[src/rtl/bpu_pkg.sv]
package bpu_pkg;

    localparam int BP_COUNT   = 4;
    localparam int BP_ADDR_W  = 16;
    localparam int CTL_EN_BIT = 0;

    typedef enum logic [1:0] {
        ACC_NONE = 2'd0,
        ACC_BP   = 2'd1,
        ACC_CTL  = 2'd2
    } acc_kind_t;

    function automatic acc_kind_t acc_kind(input logic bg, input logic ctl);
        if (!bg)
            return ACC_NONE;
        return ctl ? ACC_CTL : ACC_BP;
    endfunction

endpackage

[src/rtl/bpu_regfile.sv]
module bpu_regfile #(
    parameter int NUM_BP = bpu_pkg::BP_COUNT,
    parameter int ADDR_W = bpu_pkg::BP_ADDR_W,
    localparam int IDX_W = $clog2(NUM_BP)
) (
    input  logic                     clk,
    input  logic                     rst,
    input  logic                     cmd_bg,
    input  logic                     cmd_ctl,
    input  logic [IDX_W-1:0]         cmd_idx,
    input  logic                     cmd_wr,
    input  logic                     cmd_rd,
    input  logic [ADDR_W-1:0]        cmd_wdata,
    output logic [ADDR_W-1:0]        cmd_rdata,
    output logic [NUM_BP*ADDR_W-1:0] bp_flat,
    output logic                     mon_en
);
    import bpu_pkg::*;

    acc_kind_t         kind;
    logic [ADDR_W-1:0] bp_q [NUM_BP];
    logic [ADDR_W-1:0] ctl_view;

    assign kind = acc_kind(cmd_bg, cmd_ctl);

    generate
        for (genvar g = 0; g < NUM_BP; g++) begin : g_bp
            always_ff @(posedge clk) begin
                if (rst)
                    bp_q[g] <= '1;
                else if (kind == ACC_BP && cmd_wr && cmd_idx == IDX_W'(g))
                    bp_q[g] <= cmd_wdata;
            end
            assign bp_flat[g*ADDR_W +: ADDR_W] = bp_q[g];
        end
    endgenerate

    always_ff @(posedge clk) begin
        if (rst)
            mon_en <= 1'b0;
        else if (kind == ACC_CTL && cmd_wr)
            mon_en <= cmd_wdata[CTL_EN_BIT];
    end

    always_comb begin
        ctl_view = '0;
        ctl_view[CTL_EN_BIT] = mon_en;
    end

    always_ff @(posedge clk) begin
        if (rst)
            cmd_rdata <= '0;
        else if (cmd_rd && kind == ACC_BP)
            cmd_rdata <= bp_q[cmd_idx];
        else if (cmd_rd && kind == ACC_CTL)
            cmd_rdata <= ctl_view;
        else
            cmd_rdata <= '0;
    end

endmodule

[src/rtl/bpu_compare.sv]
module bpu_compare #(
    parameter int NUM_BP = bpu_pkg::BP_COUNT,
    parameter int ADDR_W = bpu_pkg::BP_ADDR_W
) (
    input  logic [ADDR_W-1:0]        fetch_addr,
    input  logic [NUM_BP*ADDR_W-1:0] bp_flat,
    output logic [NUM_BP-1:0]        hit_vec
);
    generate
        for (genvar g = 0; g < NUM_BP; g++) begin : g_cmp
            assign hit_vec[g] = (bp_flat[g*ADDR_W +: ADDR_W] == fetch_addr);
        end
    endgenerate
endmodule

[src/rtl/bpu_break_gen.sv]
module bpu_break_gen #(
    parameter int NUM_BP = bpu_pkg::BP_COUNT,
    localparam int IDX_W = $clog2(NUM_BP)
) (
    input  logic              clk,
    input  logic              rst,
    input  logic [NUM_BP-1:0] hit_vec,
    input  logic              fetch_vld,
    input  logic              mon_en,
    input  logic              in_debug,
    output logic              brk_req,
    output logic [IDX_W-1:0]  brk_idx
);
    logic             armed;
    logic             any_hit;
    logic [IDX_W-1:0] first_idx;

    assign armed   = fetch_vld && mon_en && !in_debug;
    assign any_hit = |hit_vec;

    always_comb begin
        first_idx = '0;
        for (int i = NUM_BP - 1; i >= 0; i--) begin
            if (hit_vec[i])
                first_idx = IDX_W'(i);
        end
    end

    always_ff @(posedge clk) begin
        if (rst) begin
            brk_req <= 1'b0;
            brk_idx <= '0;
        end else begin
            brk_req <= armed && any_hit;
            if (armed && any_hit)
                brk_idx <= first_idx;
        end
    end
endmodule

[src/rtl/prog_bkpt_unit.sv]
module prog_bkpt_unit #(
    parameter int NUM_BP = bpu_pkg::BP_COUNT,
    parameter int ADDR_W = bpu_pkg::BP_ADDR_W,
    localparam int IDX_W = $clog2(NUM_BP)
) (
    input  logic              clk,
    input  logic              rst,
    input  logic              cmd_bg,
    input  logic              cmd_ctl,
    input  logic [IDX_W-1:0]  cmd_idx,
    input  logic              cmd_wr,
    input  logic              cmd_rd,
    input  logic [ADDR_W-1:0] cmd_wdata,
    output logic [ADDR_W-1:0] cmd_rdata,
    input  logic [ADDR_W-1:0] fetch_addr,
    input  logic              fetch_vld,
    input  logic              in_debug,
    output logic              brk_req,
    output logic [IDX_W-1:0]  brk_idx
);
    logic [NUM_BP*ADDR_W-1:0] bp_flat_w;
    logic                     mon_en_w;
    logic [NUM_BP-1:0]        hit_w;

    bpu_regfile #(.NUM_BP(NUM_BP), .ADDR_W(ADDR_W)) u_regs (
        .clk       (clk),
        .rst       (rst),
        .cmd_bg    (cmd_bg),
        .cmd_ctl   (cmd_ctl),
        .cmd_idx   (cmd_idx),
        .cmd_wr    (cmd_wr),
        .cmd_rd    (cmd_rd),
        .cmd_wdata (cmd_wdata),
        .cmd_rdata (cmd_rdata),
        .bp_flat   (bp_flat_w),
        .mon_en    (mon_en_w)
    );

    bpu_compare #(.NUM_BP(NUM_BP), .ADDR_W(ADDR_W)) u_cmp (
        .fetch_addr (fetch_addr),
        .bp_flat    (bp_flat_w),
        .hit_vec    (hit_w)
    );

    bpu_break_gen #(.NUM_BP(NUM_BP)) u_brk (
        .clk       (clk),
        .rst       (rst),
        .hit_vec   (hit_w),
        .fetch_vld (fetch_vld),
        .mon_en    (mon_en_w),
        .in_debug  (in_debug),
        .brk_req   (brk_req),
        .brk_idx   (brk_idx)
    );
endmodule

[config.mk]
export PLATFORM = sky130hd
export DESIGN_NAME = prog_bkpt_unit
export DESIGN_NICKNAME = d
export VERILOG_FILES = /design/src/rtl/bpu_pkg.sv /design/src/rtl/bpu_regfile.sv /design/src/rtl/bpu_compare.sv /design/src/rtl/bpu_break_gen.sv /design/src/rtl/prog_bkpt_unit.sv
export SDC_FILE = /design/constraint.sdc
export NUM_CORES = 1
export LEC_CHECK = 0
export ABC_AREA = 1
export BUFFER_PORTS_ARGS = -buffer_cell sky130_fd_sc_hd__buf_2
export CELL_PAD_IN_SITES_DETAIL_PLACEMENT = 1
export CELL_PAD_IN_SITES_GLOBAL_PLACEMENT = 2
export CORE_AREA = 2 2 119 121
export DETAILED_ROUTE_END_ITERATION = 10
export DIE_AREA = 0 0 121 123
export PLACE_DENSITY_LB_ADDON = 0.1
export SLEW_MARGIN = 20
export SYNTH_ARGS = -nofsm -noshare
export SYNTH_HDL_FRONTEND = slang
export SYNTH_HIERARCHICAL = 1
export SYNTH_SLANG_ARGS = --single-unit
[constraint.sdc]
create_clock -name clk -period 2.8 [get_ports clk]
set_input_delay 0.28 -clock clk [delete_from_list [all_inputs] [get_ports clk]]
set_output_delay 0.28 -clock clk [all_outputs]
set_load 0.05 [all_outputs]
==> flow_summary.yaml <==
run_status:
  status: "completed"
clock_tree:
  post_cts_buffers: 0
  cts_tree: "built"
  clock-root-buffer: "clkbuf_16"
  post_cts_resized: 0
  clk_latency_ns: 0.34
  cts_sinks: 84
  clockBufferDepth: 2
  htree_levels: 3
  path_clk_slew_ns: 0.06
  cts_made_buffers: 9
  cts-hold-fix-buffers: 0
layout:
  n_antenna_cell: 0
  n_fill_cell: 1646
  drive_gt1_share_pct: 15.6
  fin_util_pct: 38.3
  finalNetCount: 659
  multi_input_area_sq_um: 1830
  syn_to_final_growth_pct: 15.1
  regArea_sq_um: 2320
placement:
  pre_cts_ws_ns: 0.797
  io_buffer_count: 60
  dp_hpwl_mm: 9.49
  gp_congestion: 0.737
global_route:
  grt-ovfl-total: 0
  grt_pass1_wl_mm: 19.7
  grt_use_total_pct: 17.8
  grt_pass1_vias: 3737
  grt_max_degree: 23
  antenna_found_initial: 0
sta:
  slew_violations: 0
  tightest_slew_ns: 0.766
  grt_setup_unrepaired: "no"
  relSlewSlack_pct: 48.8
  fin_tns_setup_ns: 0
  finalCritPeriodShare_pct: 61.2
  max_freq_ghz: 0.584
  setup_ws_ns: 1.09
  post-route-min-period_ns: 1.71
  fin_skew_ns: 0.00592
  hold_violations: 0
  setup_viol: 0
critical_path:
  setup.worst_path.end_class: "flip-flop"
  crit_type: "flip-flop to flip-flop"
  start_kind: "flip-flop"
  timing.rr.end: "u_brk/brk_idx[0]$_SDFFE_PP0P_"
  worst_path_largest_cell_delay_ns: 0.45
  reg2regPathDepth: 11
  crit-reg2reg-launch: "u_regs/bp_q[1][0]$_SDFFCE_PN1P_"
  rrSetupSlack_ns: 1.09
  cp_slowest_cell: "edfxtp_1"
  cp_data_required_time_ns: 3.08
  crit_chain: "inv_1, nand2_1, nand2_1, nand2_1, nor2_1, nand2_1, nor2_1, inv_1, a21oi_1, nor2_1, nor2_1"
  crit_fanout: 3
  crit_arrival_ns: 1.99
logic_synthesis:
  syn_nets: 600
  synth_seq_cells: 84
  post_synth.cell_area_avg_sq_um: 8.13
  synth_top_cell_by_area: "edfxtp_1"
  yosysWarnings: 6
  yosysMostFrequentCell: "nand2_1"
  synth_area_sq_um: 4540
  async_flop_share_pct: 0
  synth_edf_count: 64
  yosys-top-cells-area: "edfxtp_1, nand2_1, dfxtp_1"
  synth_cell_type_count: 21
  synthTopCellsByCount: "nand2_1, edfxtp_1, nor2_1"
  syn_inst: 558
  ys.flop_type: "edfxtp_1"
  synth_top_area_share_pct: 42.4
  ys_seq_area_share_pct: 51.2
routing:
  vias: 3581
  antenna_left: 0
  vias_per_cell: 4.47
  first_pass_iters: 4
  first_iter_violations: 122
  wl_mm: 12.4
  wire_per_inst_um: 15.4
  drc: 0
power_and_ir_drop:
  p_per_area_nw_per_um2: 554
  p_sw_share_pct: 25.7
  cellLeakagePower_uw: 0.00232
  comb_power_share_pct: 12.2
  power_frac_seq_pct: 50.2
  power_frac_clock_pct: 37.6
  p_switching_uw: 744
  p_int_uw: 2150
  vdd_drop_max_mv: 0.226
min_path:
  hold_path_class: "input pin to flip-flop"
  worstHoldEndpoint: "u_regs/mon_en$_SDFFE_PP0P_"
  min_from: "cmd_wdata[0]"
  hold_depth: 3
die:
  die_w_um: 121
  io_pins: 61
  fp.dieH_um: 123
  dieArea_sq_um: 14900
  start_util_pct: 33.3
  core-area_sq_um: 13600
  rows: 43
job:
  cap_violations: 0
final cells by class:
type,count,area share [%]
Clock inverter,6,0.575
Multi-Input combinational cell,398,35.0
Tap cell,180,4.31
Sequential cell,84,44.5
Inverter,54,3.88
Timing Repair Buffer,70,7.19
Clock buffer,10,4.58
worst max-delay path by stage:
stage | startpoint | to | slack [ns] | cells after the start
global placement | cmd_idx[0] | u_regs/bp_q[3][8]$_SDFFCE_PN1P_ | 0.87 | 4
global route | u_regs/bp_q[3][14]$_SDFFCE_PN1P_ | u_brk/brk_idx[0]$_SDFFE_PP0P_ | 0.88 | 11
finish | u_regs/bp_q[1][0]$_SDFFCE_PN1P_ | u_brk/brk_idx[0]$_SDFFE_PP0P_ | 1.09 | 11
floorplan | cmd_bg | u_regs/bp_q[0][0]$_SDFFCE_PN1P_ | 0.52 | 4
CTS | u_regs/bp_q[1][0]$_SDFFCE_PN1P_ | u_brk/brk_idx[0]$_SDFFE_PP0P_ | 1.04 | 11
detailed placement | cmd_idx[0] | u_regs/bp_q[3][9]$_SDFFCE_PN1P_ | 0.80 | 4
through the flow:
stage / total power, uW / instances / hold slack [ns] / area [sq um]
after floorplan: 1720 / 558 / 0.349 / 4540
after global placement: 1830 / 786 / 0.456 / 4950
after detailed placement: 1840 / 786 / 0.465 / 4950
after CTS: 2940 / 802 / 0.219 / 5220
after global routing: 3030 / 802 / 0.232 / 5220
final: 2890 / 802 / 0.231 / 5220
cells in the final DEF, fill, tap and decap left out, drive strengths merged:
master and n:
nor3 4, clkbuf 10, clkinv 5, nand3b 1, nor2 62, buf 70, dfxtp 20, o21ai 5
a21oi 2, clkinvlp 1, nand2 262, edfxtp 64, inv 54, xnor2 44, nand4 1, nand3 17
power by group through the flow:
stage	logic, uW	clock network, uW	registers (uW)
2_1_floorplan	238	0	1480
3_3_place_gp	354	0	1480
3_5_place_dp	361	0	1480
4_1_cts	362	1130	1450
5_1_grt	401	1170	1460
6_report	353	1090	1450
worst max-delay path: cells and delay by family (launching register included):
family | cells | cell delay (ns)
DFF | 1 | 0.45
and+or+nand+nor | 8 | 0.75
AOI/OAI and AO/OA | 1 | 0.31
buffers and inverters | 2 | 0.14
metal layers:
| metal | track usage (%) | share of wire (%) | vias to the layer above | wire [um] |
|---|---|---|---|---|
| met5 | 0 | 0 | - | 0 |
| met4 | 6.32 | 1.5 | 0 | 182 |
| met3 | 2.31 | 3.1 | 11 | 389 |
| met2 | 32.1 | 51 | 48 | 6300 |
| met1 | 21.7 | 44 | 1701 | 5480 |
| li1 | - | - | 1821 | - |
cell families after synthesis:
kind of cell           count (synthesis)  share of synthesized area, %
AO/OA/AOI/OAI                          7                         0.772
AND/OR/NAND/NOR                      347                          31.0
buffers and inverters                 76                          8.55
flip-flops                            84                          51.2
XOR/XNOR                              44                          8.50
registers in the layout, indices dropped and copies added, names as in the netlist:
name / cells
u_brk/brk_req: 1
u_regs/mon_en: 1
u_regs/cmd_rdata: 16
u_brk/brk_idx: 2
u_regs/bp_q: 64
No activity file was read; power rests on OpenSTA's default activity.
